<file path="src/rtl/hsc_pkg.sv">
package hsc_pkg;

  localparam int CODE_W = 24;
  localparam int SYN_W  = 32;
  localparam int WGT_W  = $clog2(SYN_W + 1);

  typedef enum logic [1:0] {
    ST_GOOD     = 2'b00,
    ST_FIXED    = 2'b01,
    ST_CODE_BAD = 2'b10,
    ST_FATAL    = 2'b11
  } hsc_status_e;

  // Rearrange the three code bytes into the comparison word.
  function automatic logic [SYN_W-1:0] spread_code(input logic [CODE_W-1:0] c);
    return {4'h0, c[23:20], c[15:8], 4'h0, c[19:16], c[7:0]};
  endfunction

  // Number of set bits in a syndrome word.
  function automatic logic [WGT_W-1:0] ones_in(input logic [SYN_W-1:0] s);
    logic [WGT_W-1:0] n;
    n = '0;
    for (int i = 0; i < SYN_W; i++) n = n + WGT_W'(s[i]);
    return n;
  endfunction

endpackage

</file>
<file path="src/rtl/hsc_spread.sv">
module hsc_spread
  import hsc_pkg::*;
(
  input  logic [CODE_W-1:0] code_in,
  output logic [SYN_W-1:0]  word_out
);
  assign word_out = spread_code(code_in);
endmodule

</file>
<file path="src/rtl/hsc_judge.sv">
module hsc_judge
  import hsc_pkg::*;
#(
  parameter int              FIX_WEIGHT  = 12,
  parameter logic [31:0]     ERASED_WORD = 32'h0FFF0FFF,
  parameter int              BYTE_W      = 9,
  parameter int              BIT_W       = 3
) (
  input  logic [SYN_W-1:0]  stored_w,
  input  logic [SYN_W-1:0]  calc_w,
  output hsc_status_e       verdict,
  output logic [WGT_W-1:0]  weight,
  output logic [BYTE_W-1:0] byte_sel,
  output logic [BIT_W-1:0]  bit_sel
);
  localparam int ADDR_LSB = SYN_W / 2;

  logic [SYN_W-1:0] syndrome;
  logic             erased_pair;

  assign syndrome    = stored_w ^ calc_w;
  assign weight      = ones_in(syndrome);
  assign erased_pair = (stored_w == ERASED_WORD) && (calc_w == '0);

  always_comb begin
    if (weight == '0)                            verdict = ST_GOOD;
    else if (weight == WGT_W'(FIX_WEIGHT))       verdict = ST_FIXED;
    else if (weight == WGT_W'(1))                verdict = ST_CODE_BAD;
    else if (erased_pair)                        verdict = ST_GOOD;
    else                                         verdict = ST_FATAL;
  end

  assign bit_sel  = syndrome[ADDR_LSB +: BIT_W];
  assign byte_sel = syndrome[ADDR_LSB + BIT_W +: BYTE_W];
endmodule

</file>
<file path="src/rtl/hsc_result_reg.sv">
module hsc_result_reg
  import hsc_pkg::*;
#(
  parameter int BYTE_W = 9,
  parameter int BIT_W  = 3
) (
  input  logic              clk,
  input  logic              rst_n,
  input  logic              take,
  input  hsc_status_e       verdict,
  input  logic [BYTE_W-1:0] byte_sel,
  input  logic [BIT_W-1:0]  bit_sel,
  output logic [1:0]        status_q,
  output logic [BYTE_W-1:0] byte_q,
  output logic [BIT_W-1:0]  bit_q,
  output logic              fix_q,
  output logic              done_q
);
  logic is_fix;
  assign is_fix = (verdict == ST_FIXED);

  always_ff @(posedge clk or negedge rst_n) begin
    if (!rst_n) begin
      status_q <= 2'b00;
      byte_q   <= '0;
      bit_q    <= '0;
      fix_q    <= 1'b0;
      done_q   <= 1'b0;
    end else begin
      done_q <= take;
      fix_q  <= take && is_fix;
      if (take) begin
        status_q <= verdict;
        byte_q   <= is_fix ? byte_sel : '0;
        bit_q    <= is_fix ? bit_sel  : '0;
      end
    end
  end
endmodule

</file>
<file path="src/rtl/hamming_sector_check.sv">
module hamming_sector_check
  import hsc_pkg::*;
#(
  parameter int          SECTOR_BYTES = 512,
  parameter int          FIX_WEIGHT   = 12,
  parameter logic [31:0] ERASED_WORD  = 32'h0FFF0FFF
) (
  input  logic                              clk,
  input  logic                              rst_n,
  input  logic                              start,
  input  logic [23:0]                       stored_code,
  input  logic [23:0]                       calc_code,
  output logic [1:0]                        status,
  output logic [$clog2(SECTOR_BYTES)-1:0]   byte_idx,
  output logic [2:0]                        bit_idx,
  output logic                              fix_strobe,
  output logic                              done
);
  localparam int BYTE_W = $clog2(SECTOR_BYTES);
  localparam int BIT_W  = 3;

  logic [SYN_W-1:0]  stored_w;
  logic [SYN_W-1:0]  calc_w;
  hsc_status_e       verdict_w;
  logic [WGT_W-1:0]  weight_w;
  logic [BYTE_W-1:0] byte_w;
  logic [BIT_W-1:0]  bit_w;

  hsc_spread u_spread_stored (.code_in(stored_code), .word_out(stored_w));
  hsc_spread u_spread_calc   (.code_in(calc_code),   .word_out(calc_w));

  hsc_judge #(
    .FIX_WEIGHT (FIX_WEIGHT),
    .ERASED_WORD(ERASED_WORD),
    .BYTE_W     (BYTE_W),
    .BIT_W      (BIT_W)
  ) u_judge (
    .stored_w(stored_w),
    .calc_w  (calc_w),
    .verdict (verdict_w),
    .weight  (weight_w),
    .byte_sel(byte_w),
    .bit_sel (bit_w)
  );

  hsc_result_reg #(
    .BYTE_W(BYTE_W),
    .BIT_W (BIT_W)
  ) u_result (
    .clk     (clk),
    .rst_n   (rst_n),
    .take    (start),
    .verdict (verdict_w),
    .byte_sel(byte_w),
    .bit_sel (bit_w),
    .status_q(status),
    .byte_q  (byte_idx),
    .bit_q   (bit_idx),
    .fix_q   (fix_strobe),
    .done_q  (done)
  );
endmodule

</file>
<file path="config.mk">
export PLATFORM = sky130hd
export DESIGN_NAME = hamming_sector_check
export DESIGN_NICKNAME = d
export VERILOG_FILES = /design/src/rtl/hsc_pkg.sv /design/src/rtl/hsc_spread.sv /design/src/rtl/hsc_judge.sv /design/src/rtl/hsc_result_reg.sv /design/src/rtl/hamming_sector_check.sv
export SDC_FILE = /design/constraint.sdc
export NUM_CORES = 1
export LEC_CHECK = 0
export ABC_AREA = 0
export ABC_CLOCK_PERIOD_IN_PS = 950
export BUFFER_PORTS_ARGS = -buffer_cell sky130_fd_sc_hd__buf_2
export CELL_PAD_IN_SITES_DETAIL_PLACEMENT = 1
export CELL_PAD_IN_SITES_GLOBAL_PLACEMENT = 2
export CORE_UTILIZATION = 29
export DETAILED_ROUTE_END_ITERATION = 12
export PLACE_DENSITY_LB_ADDON = 0.2
export SLEW_MARGIN = 20
export SYNTH_ARGS = -nofsm -noshare
export SYNTH_HDL_FRONTEND = slang
export SYNTH_SLANG_ARGS = --single-unit
</file>
<file path="constraint.sdc">
create_clock -name clk -period 0.95 [get_ports clk]
set_clock_uncertainty 0.15 [all_clocks]
set_input_delay 0.285 -clock clk [delete_from_list [all_inputs] [get_ports clk]]
set_output_delay 0.285 -clock clk [all_outputs]
set_load 0.1 [all_outputs]
</file>
**Yosys cells after proc, flatten, opt, wreduce, memory -nomap -nowiden**

Cells that the tools add are included.

- Logic and storage cells: 51
- Flip-flop bits (word level): 16
- Output and inout port bits: 16
- Input bits: 51

- Multiplexer cells: 6
- Equal/unequal tests: 4
- Add/sub/neg operators: 31
- Bitwise gates (word level): 1
- Reduce and logical (&&, ||, !) cells: 4

Operators with widths:

| kind | number |
|---|---|
| 6-bit by 1-bit adder with 6-bit output | 26 |
| 32-bit logical NOT | 1 |
| 28-bit bitwise XOR | 1 |
| 6-bit by 1-bit adder with 6-bit output, second input constant | 4 |
| 24-bit == test, second input constant | 1 |
| 9-bit 2-to-1 mux | 1 |
| 2-bit 2-to-1 mux | 4 |
| 6-bit by 1-bit == test with 1-bit output, second input constant | 1 |
| 6-bit by 4-bit == test with 1-bit output, second input constant | 1 |
| 6-bit logical NOT | 1 |
| 3-bit 2-to-1 mux | 1 |
| 1-bit by 1-bit adder with 2-bit output | 1 |
| 2-bit by 1-bit == test with 1-bit output, second input constant | 1 |
| 1-bit logical AND | 2 |

**Logic depth before layout (Yosys ltp)**

Gate-level depths: netlist (run 1).

- Depth after elaboration: 38
- Depth in mapped cells: 18
- Mapped depth without buffers: 17

**Modules after synthesis**

From an unflattened synthesis (run 1), not the netlist that was laid out.

- Cell total of the unflattened synthesis: 248
- Area total of the unflattened synthesis: 2423.6 um^2

By module, submodules not included:

| module | instances | area each (um^2) | sequential area each (um^2) | cells each |
|---|---|---|---|---|
| hsc_judge | 1 | 1307.5 | 0.0 | 134 |
| hsc_result_reg | 1 | 628.1 | 400.4 | 48 |
| hsc_spread | 2 | 244.0 | 0.0 | 33 |

**Worst setup path after synthesis (run 1)**

No wires, ideal clock.

- Path type: input port to flip-flop
- Start point: input stored_code[0]
- End point: register u_result.bit_q[0]
- Cell stages on the path: 15
- Arrival time: 5.135 ns
- Buffers on the path: 1
- Library setup time: 0.078 ns
- Required time: 0.722 ns
- Path slack: -4.412 ns
- Cells stage by stage: xor2_1 > ha_1 > inv_1 > fa_1 > fa_1 > fa_1 > fa_1 > fa_1 > fa_1 > fa_1 > nand2b_1 > a2111oi_2 > nand4_1 > buf_4 > o2bb2ai_1

- Cells in the longest elaborated chain, start to end: 38
- Elaborated cells between the ends (all ways): 43
- Those cells by class: add/sub (31); eq/ne (4); mux (5); bitwise (1); reduce/logical (2)

Ends and longest elaborated chain:

| item | RTL line | source |
|---|---|---|
| from (decl) | hamming_sector_check.sv:11 | `input logic [23:0] stored_code,` |
| 28-bit bitwise XOR | hsc_judge.sv:21 | `assign syndrome = stored_w ^ calc_w;` |
| 1-bit by 1-bit adder with 2-bit output | hsc_pkg.sv:23 | `for (int i = 0; i < SYN_W; i++) n = n + WGT_W'(s[i]);` |
| 6-bit by 1-bit adder with 6-bit output (30 in a row) | hsc_pkg.sv:23 |  |
| 6-bit by 1-bit == test with 1-bit output | hsc_judge.sv:28 | `else if (weight == WGT_W'(1)) verdict = ST_CODE_BAD;` |
| 2-bit 2-to-1 mux | hsc_judge.sv:28 |  |
| 2-bit 2-to-1 mux | hsc_judge.sv:27 | `else if (weight == WGT_W'(FIX_WEIGHT)) verdict = ST_FIXED;` |
| 2-bit 2-to-1 mux * | hsc_judge.sv:26 | `if (weight == '0) verdict = ST_GOOD;` |
| 2-bit by 1-bit == test with 1-bit output * | hsc_result_reg.sv:20 | `assign is_fix = (verdict == ST_FIXED);` |
| 3-bit 2-to-1 mux * | hsc_result_reg.sv:35 | `bit_q <= is_fix ? bit_sel : '0;` |
| to (signal assigned) | hsc_result_reg.sv:35 |  |
| to (decl) | hsc_result_reg.sv:15 | `output logic [BIT_W-1:0] bit_q,` |

Every way passes the cells marked *; elsewhere a longest branch is shown, timed or not.
A chain may end at the register's enable or synchronous reset.

**Worst setup path in the final report (run 1)**

- Start point: input calc_code[0]
- End point: register u_result.status_q[1]

- Cells in the longest elaborated chain, start to end: 36
- Elaborated cells between the ends (all ways): 41
- Those cells by class: add/sub (31); eq/ne (2); mux (4); bitwise (1); reduce/logical (3)

Ends and longest elaborated chain:

| item | RTL line | source |
|---|---|---|
| from (decl) | hamming_sector_check.sv:12 | `input logic [23:0] calc_code,` |
| 28-bit bitwise XOR | hsc_judge.sv:21 |  |
| 1-bit by 1-bit adder with 2-bit output | hsc_pkg.sv:23 |  |
| 6-bit by 1-bit adder with 6-bit output (30 in a row) | hsc_pkg.sv:23 |  |
| 6-bit by 1-bit == test with 1-bit output | hsc_judge.sv:28 |  |
| 2-bit 2-to-1 mux | hsc_judge.sv:28 |  |
| 2-bit 2-to-1 mux | hsc_judge.sv:27 |  |
| 2-bit 2-to-1 mux * | hsc_judge.sv:26 |  |
| to (signal assigned) | hsc_result_reg.sv:33 | `status_q <= verdict;` |
| to (decl) | hsc_result_reg.sv:13 | `output logic [1:0] status_q,` |

Marks and branches as above.

==> impl.org, run 1 <==
** Route
- In the routed design, unresolved DRC markers number 0.
- In the final routed layout, each cell accounts on average for 16.6 µm.
- After detailed routing, the number of vias per cell comes to between 4 and 5.
- Summed over all layers, the routed wires come to 5400 µm.
- Summing over every cut layer, the via total after detailed routing is 1515.
- Number of iterations in the first detailed-routing pass :: 4
- The count of nets left with antenna violations once routing finished came out at 0.
- Count of routing violations after the opening detailed-route iteration :: 23

** Clock network
- Maximum level of the CTS H-tree :: 1
- Clock latency on the worst-skew pair, taken at its later pin, is ~250 ps.
- Worst-path clk slew :: 70 ps
- Sinks on the clock net :: 16
- Root Buffer Master :: sky130_fd_sc_hd__clkbuf_8
- CTS Buffer Depth :: 2
- CTS tree :: built
- TritonCTS created 3 clock buffers.

** Status
- Outcome :: finished with violations
- The final reports fail on hold timing, setup timing.

** Timing
- Hold Vio Cnt, Final :: 16
- Across all hold checks on the routed design, the worst slack comes to -203 ps.
- Setup violations remaining at the end of the flow were counted as 31.
- Peak clock frequency supported by timing :: 0.198 GHz
- In this run the tightest slew margin relative to its limit is 71.5%.
- Setup TNS :: -66690 ps
- Counting I/O delays and the setup requirement, the final critical path takes between 5000 and 6000 ps.
- At the pin with the least slew margin, the transition time is 421 ps.
- Final period utilization :: 531%
- Final Max Slew Viols :: 0
- Once routing completed, OpenROAD measured the worst setup slack at -4090 ps.
- Setup repair after global routing could not meet its margin everywhere.

** Global route
- Met2 track demand over resource in global routing :: 40.6%
- Number of antenna violations at the first check in global routing :: 0
- For met3 alone, demand over resource in global routing was under 10%.
- GRT Util Overall :: 20.1%
- The first global-routing pass estimated approximately 8000 µm of wire.
- Maximum number of pins on one net before global-route repair :: 17
- Final global-route overflow total :: 0
- Global routing consumed, on the met1 layer, 22.2% of the routing resources.
- Via count of the first global-routing pass :: approximately 1700
- Most Used Layer, Global Route :: met2

** Synthesis
- Cell types with the largest area share after synthesis :: sky130_fd_sc_hd__dfrtp_1 26%, sky130_fd_sc_hd__fa_1 22%, sky130_fd_sc_hd__xnor2_1 12%, sky130_fd_sc_hd__o2bb2ai_1 6.2%, sky130_fd_sc_hd__ha_1 5.6%
- Net count after synthesis :: 210
- The synthesized design contains 0 enable-type register cells.
- Async S/R FF share, synth :: between 90% and 100%
- Post-Synthesis Mean Instance Area :: around 12 µm²
- The share of the Yosys chip area taken by registers is ~26%.
- The biggest area contributor in the post-synthesis netlist is sky130_fd_sc_hd__dfrtp_1.
- Syn Std Cell Area :: 0.00155 mm²
- Synthesis produced a netlist whose cell count is 135.
- The Yosys step of the flow raised 0 warnings.
- Counting flops and latches in the post-synthesis netlist gives 16.
- Yosys mapped the design onto 32 distinct sky130hd cell types.
- Among all flip-flop cells after synthesis, the most frequent one is sky130_fd_sc_hd__dfrtp_1.
- Yosys top cell area share :: 25.8%

** Die
- Die outline area :: approximately 0.0057 mm²
- Initial standard-cell utilization of the core :: a little under a third
- The floorplan step set the die width to 75.2 µm.
- The total area inside the core boundary comes to 0.00514 mm².
- DIE HEIGHT :: 75.2 µm
- In this run the count of I/O pins placed on the die edge is 67.
- Row cnt :: 26

** Finish
- Cells with a size suffix above 1 make up 63.5% of the layout.
- Nets :: roughly 330
- Commonest cells after routing, fill and taps aside :: 50 x sky130_fd_sc_hd__buf_4, 47 x sky130_fd_sc_hd__buf_2, 20 x sky130_fd_sc_hd__xnor2_1, 17 x sky130_fd_sc_hd__inv_1, 17 x sky130_fd_sc_hd__buf_12
- Area growth from synthesis to layout :: 89.1%
- Most frequent standard cell in the layout excluding fill and tap cells :: sky130_fd_sc_hd__buf_4
- With fillers left out, the area of the finished cells amounts to between 0.002 and 0.003 mm².
- Count of antenna diodes in the layout :: 0

** Critical path
- CP required :: 980 ps
- Highest fanout seen on the critical path :: 2
- Top delay family on crit path :: adder cells
- Beginning of the worst register-to-register path :: u_result.byte_q[6]$_DFFE_PN0P_
- Data on the critical path arrives at its endpoint at 5080 ps.
- The worst setup path is launched from a primary input.
- Largest incremental delay on the critical path :: between 500 and 600 ps
- The worst setup path is of the in2reg kind.
- The most critical setup path has its startpoint at calc_code[0].
- Cell chain of the critical path :: buf_8, xor2_2, ha_1, inv_1, fa_1, fa_1, fa_1, fa_1, fa_1, fa_2, fa_1, nand2b_1, a211o_1, or4_1, a21oi_2
- Together, buffers and inverters on the worst path number 2.
- On the critical path, the stage with the largest delay is an instance of sky130_fd_sc_hd__fa_1.
- STA classifies the critical path endpoint as a register.
- The most numerous cell type found on the critical path is sky130_fd_sc_hd__fa_1.

** Placement
- After detailed placement, the total cell area comes to 0.00267 mm².
- Routability cong. :: 0.811
- After legalization and detailed placement, the total HPWL measured 4430 µm.
- Buffers added on ports :: between 60 and 70
- OpenSTA, run right after detailed placement, puts the worst setup slack at -4430 ps.

** Power and ir drop
- The design draws 12400 µW.
- VDD IR-drop max :: 2360 µV
- Power per cell area :: 4240 mW/mm²
- For this design the static power due to leakage is 0.00133 µW.

** Job
- Count of max-cap constraint violations :: 0

** Hold path
- The path class of the tightest hold or removal check is in2async.
registers in the layout, indices dropped and copies added, names as in the netlist:
name	count
u_result.byte_q	9
u_result.bit_q	3
u_result.status_q	2
u_result.done_q	1
u_result.fix_q	1
synth_stat cells (2+ instances only):
master                      instances
sky130_fd_sc_hd__and4b_1            2
sky130_fd_sc_hd__clkbuf_1           2
sky130_fd_sc_hd__dfrtp_1           16
sky130_fd_sc_hd__fa_1              17
sky130_fd_sc_hd__ha_1               7
sky130_fd_sc_hd__inv_1             18
sky130_fd_sc_hd__nand2_1            3
sky130_fd_sc_hd__nand4_1            4
sky130_fd_sc_hd__nor4b_1            2
sky130_fd_sc_hd__nor4bb_1           8
sky130_fd_sc_hd__o2bb2ai_1         11
sky130_fd_sc_hd__xnor2_1           21
sky130_fd_sc_hd__xor2_1             5
repair_timing:
item                                    in CTS  in global routing
resized for setup                           19                  6
cloned                                       1                  0
buffers inserted                             4                  2
pin swaps                                    0                  4
endpoints found under the hold margin       16                 16
endpoints found under the setup margin      31                 31
logic make-up after synthesis:
logic type                 count (synthesis)  share of synthesized area (%)
xor gates and xnor gates                  27                           16.4
DFF                                       16                           25.8
buffers and inverters                     21                           5.31
AOI/OAI and AO/OA                         20                           11.5
adders and majority gates                 24                           27.5
and+or+nand+nor                           27                           13.4
metrics by stage:
step                std cells  util [%]
global route              325      57.2
global placement          315      52.0
finish                    325      57.2
detailed placement        315      52.0
floorplan                 135         -
CTS                       324      56.1
power breakdown:
group | total (µW) | leakage (µW) | switching (µW) | internal, µW
sequential | 836 | 0.000184 | 50.0 | 786
clock | 627 | 0.0000288 | 259 | 368
combinational | 11000 | 0.00112 | 5410 | 5570
total | 12400 | 0.00133 | 5720 | 6720
area by class of cell:
type | instances | area (µm²)
Inverter | 18 | 67.6
Fill cell | 581 | 2200
Multi-Input combinational cell | 98 | 1260
Tap cell | 70 | 87.6
Sequential cell | 16 | 457
Clock buffer | 4 | 55.1
Timing Repair Buffer | 119 | 1010
final timing paths:
check / end / slack, ps / cells after the start
worst min-delay path: u_result.status_q[0]$_DFFE_PN0P_ / -200 / 1
max in group asynchronous: u_result.byte_q[5]$_DFFE_PN0P_ / 530 / 1
min in group clk: u_result.done_q$_DFF_PN0_ / 80 / 1
worst min register to register: u_result.byte_q[2]$_DFFE_PN0P_ / 500 / 2
worst max register to register: u_result.byte_q[6]$_DFFE_PN0P_ / -180 / 3
worst max-delay path: u_result.status_q[1]$_DFFE_PN0P_ / -4090 / 15
layer usage:
metal  vias to the layer above  wire length, µm  part of all wire, %
met5                         -                0                    0
met4                         0               57                  1.1
met3                         6              188                  3.5
met2                        53             3120                   58
met1                       744             2040                   38
li1                        712                -                    -
(Power assumes the default switching activity.)
==> inputs of run 2 (changes only) <==
--- a/config.mk
+++ b/config.mk
@@ -11,6 +11,7 @@
 export CELL_PAD_IN_SITES_DETAIL_PLACEMENT = 1
 export CELL_PAD_IN_SITES_GLOBAL_PLACEMENT = 2
 export CORE_UTILIZATION = 29
+export CTS_BUF_LIST = sky130_fd_sc_hd__clkbuf_16
 export DETAILED_ROUTE_END_ITERATION = 12
 export PLACE_DENSITY_LB_ADDON = 0.2
 export SLEW_MARGIN = 20
==> impl.org, run 2 (synthesized netlist as in run 1, its figures left out) <==
** Clock network
- The insertion delay to the later sink of the worst-skew pair is 240 ps (was 250 ps).
- The number of clock sinks came to 16 (unchanged).
- Maximum level of the CTS H-tree :: 1 (unchanged)
- Root Buffer Master :: sky130_fd_sc_hd__clkbuf_16 (was sky130_fd_sc_hd__clkbuf_8)
- The buffer depth of the longest clock path came to 2 (unchanged).
- The total clock buffers created by CTS came to 3 (unchanged).
- Worst-path clk slew :: 50 ps (was 70 ps)
- The TritonCTS clock tree was built (unchanged).

** Status
- Failing checks: hold timing, setup timing (unchanged).
- Outcome: finished with violations (unchanged).

** Finish
- Area occupied by registers :: 457 µm² (unchanged)
- Area used by multi-input combinational logic :: 0.00129 mm² (was 0.00126 mm²)
- The ratio of cells with drive above 1 in the final layout came to 64.9% (was 63.5%).
- Core utilization of the finished layout :: 58.8% (was 57.2%)
- Area growth from synthesis to layout :: 94.5% (was 89.1%)
- Regs by FF count :: u_result.byte_q (9), u_result.bit_q (3), u_result.status_q (2) (unchanged)
- The non-filler instance count after layout was 329 (was 325).
- Number of flip-flops under the largest register name :: 9 (unchanged)
- The number of nets in the finished design is 335 (was 331).
- Largest Register :: u_result.byte_q (unchanged)
- Commonest cells after routing, fill and taps aside :: 54 x sky130_fd_sc_hd__buf_4, 47 x sky130_fd_sc_hd__buf_2, 20 x sky130_fd_sc_hd__xnor2_1, 17 x sky130_fd_sc_hd__inv_1, 17 x sky130_fd_sc_hd__buf_12 (was 50 x sky130_fd_sc_hd__buf_4, 47 x sky130_fd_sc_hd__buf_2, 20 x sky130_fd_sc_hd__xnor2_1, 17 x sky130_fd_sc_hd__inv_1, 17 x sky130_fd_sc_hd__buf_12)
- Fillers :: 578 (was 581)
- The most common cell after layout, fill and taps aside was sky130_fd_sc_hd__buf_4 (unchanged).
- Count of antenna diodes in the layout :: 0 (unchanged)

** Timing
- The number of pins with negative max-slew slack in the final report was 0 (unchanged).
- The time the final worst path needs with I/O delays and setup came to 5080 ps (was 5040 ps).
- RSZ-0062 raised after global routing: true (unchanged).
- The final setup violation count came to 31 (unchanged).
- The final hold violation count is 16 (unchanged).
- Max_slew headroom :: 71.7% (was 71.5%)
- The setup slack of the critical path after layout was -4130 ps (was -4090 ps).
- Slew @ Worst Pin :: 419 ps (was 421 ps)
- The fmax was 0.197 GHz (was 0.198 GHz).
- Smallest hold slack :: -187 ps (was -203 ps)
- Final period utilization :: 535% (was 531%)

** Route
- The post-route DRC violation count is 0 (unchanged).
- The ratio of routed vias to standard cells came to 4.57 (was 4.66).
- The residual antenna-violating net count after detailed routing came to 0 (unchanged).
- The final routed wirelength across all metal layers is 5500 µm (was 5400 µm).
- The count of TritonRoute iterations in the first routing pass came to 4 (unchanged).
- The average detailed-routed wire length per instance came to 16.7 µm (was 16.6 µm).
- Count of routing violations after the opening detailed-route iteration :: 37 (was 23)
- The number of vias after detailed routing came to 1504 (was 1515).

** Global route
- Wire length of the first global-routing pass :: 8460 µm (was 8160 µm)
- Via count of the first global-routing pass :: 1742 (was 1682)
- Number of antenna violations at the first check in global routing :: 0 (unchanged)
- The total routing usage reported by global routing came to 20.8% (was 20.1%).
- The pin count of the biggest net entering global routing came to 17 (unchanged).
- Final global-route overflow total :: 0 (unchanged)

** Die
- The row count is 26 (unchanged).
- The I/O pin count came to 67 (unchanged).
- Die outline area :: 0.00566 mm² (unchanged)
- DIE HEIGHT :: 75.2 µm (unchanged)
- The core area came to 0.00514 mm² (unchanged).
- The die outline width is 75.2 µm (unchanged).
- Initial standard-cell utilization of the core :: 30.2% (unchanged)

** Placement
- Buffers added on ports :: 66 (unchanged)
- DP Cell Count :: 315 (unchanged)
- The routability congestion estimate is 0.811 (unchanged).
- HPWL after detailed placement :: 4430 µm (unchanged)

** Critical path
- Flop-to-flop setup slack :: -180 ps (about the same)
- Combined buffer and inverter count along the critical path :: 2 (unchanged)
- Highest fanout seen on the critical path :: 2 (unchanged)
- The arrival time reported for the critical path endpoint came to 5100 ps (was 5080 ps).
- Cell chain of the critical path: buf_8, xor2_2, ha_1, inv_1, fa_1, fa_1, fa_1, fa_1, fa_1, fa_2, fa_1, nand2b_1, a211o_1, or4_4, a21oi_2 (was buf_8, xor2_2, ha_1, inv_1, fa_1, fa_1, fa_1, fa_1, fa_1, fa_2, fa_1, nand2b_1, a211o_1, or4_1, a21oi_2).
- The worst reg-to-reg path cell count was 3 (unchanged).
- The library cell contributing the largest single delay on the critical path was sky130_fd_sc_hd__fa_1 (unchanged).
- Type of element launching the critical path :: primary input (unchanged)
- CP required :: 970 ps (was 980 ps)
- Top delay family on crit path :: adder cells (unchanged)
- The logic depth of the worst setup path including buffers is 15 (unchanged).
- Most repeated library cell on the critical path :: sky130_fd_sc_hd__fa_1 (unchanged)
- Start-to-end type of the worst setup path :: in2reg (unchanged)
- The type of destination of the critical path is a register (unchanged).
- The highest cell delay on the worst timing path was 510 ps (about the same).

** Power and ir drop
- VDD IR-drop max :: 2720 µV (was 2360 µV)
- P_leak :: 0.00138 µW (was 0.00133 µW)
- The final total power is 13100 µW (was 12400 µW).
- The power per unit of standard cell area is 4340 mW/mm² (was 4240 mW/mm²).

** Hold path
- Hold/Removal Path Class :: in2async (unchanged)

** Job
- The max-cap violation count is 0 (unchanged).
## run 2: path summary, 6_finish.rpt
kind / from / endpoint
setup / recovery: calc_code[0] / u_result.status_q[1]$_DFFE_PN0P_
setup reg to reg: u_result.byte_q[6]$_DFFE_PN0P_ / u_result.byte_q[6]$_DFFE_PN0P_
min in group clk: start / u_result.done_q$_DFF_PN0_
hold reg to reg: u_result.byte_q[1]$_DFFE_PN0P_ / u_result.byte_q[1]$_DFFE_PN0P_
hold / removal: rst_n / u_result.status_q[0]$_DFFE_PN0P_
max in group asynchronous: rst_n / u_result.bit_q[0]$_DFFE_PN0P_
## run 2: report_power, final
| group | internal, µW | switching, µW |
|---|---|---|
| Combinational | 5770 | 5700 |
| Clock | 559 | 266 |
| Sequential | 786 | 49.8 |
## run 2: per-stage QoR
stage	setup slack, ps	TNS, ps	area [µm²]
6_report	-4130	-67060	3020
5_1_grt	-4270	-69730	3020
4_1_cts	-4140	-66770	2950
3_5_place_dp	-4430	-66370	2670
3_3_place_gp	-4220	-63650	2670
2_1_floorplan	-4030	-59560	1670
## run 2: final cells by class
cell class | count | share of cell area, %
clock buffer | 3 | 2.48
clock inverter | 1 | 0.124
inverter | 18 | 2.24
multi-input combinational | 98 | 42.6
sequential | 16 | 15.1
tap | 70 | 2.90
timing repair buffer | 123 | 34.6
## run 2: timing repair
| item | CTS | global route |
|---|---|---|
| buffers inserted | 6 | 4 |
| resized for setup | 23 | 7 |
| endpoints found under the setup margin | 31 | 31 |
| pin swaps | 1 | 3 |
| endpoints found under the hold margin | 16 | 16 |
| cloned | 1 | 0 |
## run 2: worst reg2reg max path, cell delays in order, from the launching register on
cell and delay [ps]:
sky130_fd_sc_hd__dfrtp_4 480, sky130_fd_sc_hd__buf_4 140, sky130_fd_sc_hd__buf_4 130, sky130_fd_sc_hd__o2bb2ai_2 110
## run 2: per-layer routing
layer  routed length, µm  global-route usage, %
met5                   0                      0
met4                  34                   3.70
met3                 180                   2.95
met2                3250                   42.8
met1                2040                   22.3
==> inputs of run 3 (changes only) <==
--- a/config.mk
+++ b/config.mk
@@ -10,10 +10,13 @@
 export BUFFER_PORTS_ARGS = -buffer_cell sky130_fd_sc_hd__buf_2
 export CELL_PAD_IN_SITES_DETAIL_PLACEMENT = 1
 export CELL_PAD_IN_SITES_GLOBAL_PLACEMENT = 2
+export CORE_MARGIN = 2
 export CORE_UTILIZATION = 29
 export CTS_BUF_LIST = sky130_fd_sc_hd__clkbuf_16
 export DETAILED_ROUTE_END_ITERATION = 12
+export MAX_ROUTING_LAYER = met4
 export PLACE_DENSITY_LB_ADDON = 0.2
+export SKIP_CTS_REPAIR_TIMING = 1
 export SLEW_MARGIN = 20
 export SYNTH_ARGS = -nofsm -noshare
 export SYNTH_HDL_FRONTEND = slang
==> impl.org, run 3 (synthesized netlist as in run 1, its figures left out) <==
** Status
- Outcome: finished with violations (unchanged).
- Failing checks: hold timing, setup timing (unchanged).

** Finish
- The ratio of cells with drive above 1 in the final layout came to 63.1% (was 64.9%).
- Regs by FF count: u_result.byte_q (9), u_result.bit_q (3), u_result.status_q (2) (unchanged).
- Core utilization of the finished layout :: 56.8% (was 58.8%)
- The non-filler instance count after layout was 325 (was 329).
- The number of nets in the finished design is 331 (was 335).
- Largest Register :: u_result.byte_q (unchanged)
- The number of fill cells came to 584 (was 578).
- The most common cell after layout, fill and taps aside is sky130_fd_sc_hd__buf_4 (unchanged).
- Commonest cells after routing, fill and taps aside: 50 x sky130_fd_sc_hd__buf_4, 47 x sky130_fd_sc_hd__buf_2, 20 x sky130_fd_sc_hd__xnor2_1, 17 x sky130_fd_sc_hd__buf_12 (was 54 x sky130_fd_sc_hd__buf_4, 47 x sky130_fd_sc_hd__buf_2, 20 x sky130_fd_sc_hd__xnor2_1, 17 x sky130_fd_sc_hd__inv_1, 17 x sky130_fd_sc_hd__buf_12).
- The synthesis-to-finish area growth was 88.0% (was 94.5%).
- The area of the multi-input gates came to 0.00122 mm² (was 0.00129 mm²).
- Count of antenna diodes in the layout :: 0 (unchanged)
- The flip-flop count of the largest register after layout is 9 (unchanged).
- The register area was 457 µm² (unchanged).

** Global route
- The number of global-route vias before repair came to 1731 (was 1742).
- The total routing usage reported by global routing came to 17.6% (was 20.8%).
- The total congestion overflow after global routing came to 0 (unchanged).
- Number of antenna violations at the first check in global routing :: 0 (unchanged)
- The pin count of the biggest net entering global routing was 17 (unchanged).
- The global-route wire length before repair came to 8130 µm (was 8460 µm).

** Placement
- Routability cong. :: 0.835 (was 0.811)
- Buffers added on ports :: 66 (unchanged)
- The total instance count after detailed placement was 312 (was 315).
- The detailed placer's ending HPWL was 4300 µm (was 4430 µm).
- Pre-CTS worst setup slack :: -4360 ps (was -4430 ps)

** Route
- The average detailed-routed wire length per instance was 16.1 µm (was 16.7 µm).
- ANT nets after route :: 0 (unchanged)
- Via/cell ratio :: 4.70 (was 4.57)
- Number of remaining DRC errors :: 0 (unchanged)
- Total Routed Length :: 5250 µm (was 5500 µm)
- The initial DRC count was 15 (was 37).
- Number of iterations in the first detailed-routing pass :: 4 (unchanged)
- Via count :: 1528 (was 1504)

** Critical path
- Type of element launching the critical path :: primary input (unchanged)
- The library cell contributing the largest single delay on the critical path was sky130_fd_sc_hd__fa_1 (unchanged).
- Flop-to-flop setup slack :: -190 ps (was -180 ps)
- The maximum fanout along the worst path came to 2 (unchanged).
- The type of the worst setup path is in2reg (unchanged).
- The highest cell delay on the worst timing path came to 520 ps (was 510 ps).
- The cell seen most often among critical-path stages was sky130_fd_sc_hd__fa_1 (unchanged).
- Cell chain of the critical path: buf_2, xor2_1, ha_1, inv_2, fa_1, fa_1, fa_1, fa_1, fa_1, fa_2, fa_1, nand2b_1, a211o_1, or4_1, a21oi_2 (was buf_8, xor2_2, ha_1, inv_1, fa_1, fa_1, fa_1, fa_1, fa_1, fa_2, fa_1, nand2b_1, a211o_1, or4_4, a21oi_2).
- The arrival time reported for the critical path endpoint was 5040 ps (was 5100 ps).
- The type of destination of the critical path was a register (unchanged).
- Worst Reg-to-Reg Cells :: 3 (unchanged)
- The required time of the critical path came to 980 ps (was 970 ps).

** Timing
- Peak clock frequency supported by timing :: 0.200 GHz (was 0.197 GHz)
- The final hold violation count came to 16 (unchanged).
- Final setup violation count :: 31 (unchanged)
- Smallest hold slack :: -203 ps (was -187 ps)
- Final period utilization :: 528% (was 535%)
- Fin worst setup slack :: -4060 ps (was -4130 ps)
- RSZ-0062 raised after global routing :: true (unchanged)
- Max_slew headroom :: 73.1% (was 71.7%)
- Minimum clock period :: 5010 ps (was 5080 ps)
- The transition time at the pin with the least slew margin is 399 ps (was 419 ps).
- The number of pins with negative max-slew slack in the final report came to 0 (unchanged).

** Clock network
- Sinks on the clock net :: 16 (unchanged)
- Root Buffer Master :: sky130_fd_sc_hd__clkbuf_16 (unchanged)
- Worst-Skew Late Latency :: 240 ps (about the same)
- Maximum level of the CTS H-tree :: 1 (unchanged)
- The clock transition at the registers of the reported paths was 50 ps (about the same).
- CTS tree :: built (unchanged)
- The total clock buffers created by CTS came to 3 (unchanged).
- CTS Buffer Depth :: 2 (unchanged)

** Die
- Row cnt :: 26 (unchanged)
- Boundary pin count :: 67 (unchanged)
- Initial standard-cell utilization of the core :: 30.2% (unchanged)
- The die span in y is 77.2 µm (was 75.2 µm).
- Die outline area :: 0.00596 mm² (was 0.00566 mm²)
- Core area :: 0.00514 mm² (unchanged)
- Die width :: 77.2 µm (was 75.2 µm)

** Hold path
- Hold/Removal Path Class :: in2async (unchanged)

** Power and ir drop
- The power per unit of standard cell area came to 4480 mW/mm² (was 4340 mW/mm²).
- The leakage power of the design came to 0.00133 µW (was 0.00138 µW).
- The final total power is 13100 µW (about the same).
- VDD IR-drop max :: 3770 µV (was 2720 µV)

** Job
- Count of max-cap constraint violations :: 0 (unchanged)
run 3: final timing paths:
path                                           startpoint                                to
max                                          calc_code[1]  u_result.status_q[1]$_DFFE_PN0P_
min                                                 rst_n  u_result.status_q[1]$_DFFE_PN0P_
max reg2reg                u_result.byte_q[5]$_DFFE_PN0P_    u_result.byte_q[5]$_DFFE_PN0P_
min reg2reg                 u_result.bit_q[0]$_DFFE_PN0P_     u_result.bit_q[0]$_DFFE_PN0P_
max in group asynchronous                           rst_n    u_result.byte_q[5]$_DFFE_PN0P_
min in group clk                                    start         u_result.done_q$_DFF_PN0_
run 3: worst max-delay path: cells and delay by family:
family / cells / cell delay (ps)
fa+ha+maj: 8 / 3500
simple gates: 2 / 520
compound gates: 2 / 430
buf+inv: 2 / 150
xor+xnor: 1 / 150
run 3: per-stage QoR:
stage	TNS (ps)	cell area [µm²]
6_report	-66370	2920
3_3_place_gp	-63630	2650
5_1_grt	-69420	2920
3_5_place_dp	-66420	2650
2_1_floorplan	-59560	1670
4_1_cts	-66770	2730
run 3: layout make-up:
type	instances	area share, %
repair buffers	119	34.5
multi-input cells	98	41.9
clock buffers	3	2.57
clock inverters	1	0.128
flip-flops and latches	16	15.6
well taps	70	3.00
inverters	18	2.31
run 3: power by group:
part | leakage (µW) | total (µW) | switching [µW] | internal (µW)
clock | 0.0000385 | 830 | 272 | 559
sequential | 0.000184 | 840 | 50.2 | 790
combinational | 0.00111 | 11400 | 5530 | 5900
total | 0.00133 | 13100 | 5850 | 7250
run 3: routing by layer:
metal / wire length, µm / up-vias / GRT usage [%]
met5: 0 / - / -
met4: 114 / 0 / 4.46
met3: 231 / 12 / 3.18
met2: 2920 / 55 / 31.9
met1: 1980 / 746 / 20.0
li1: - / 715 / -
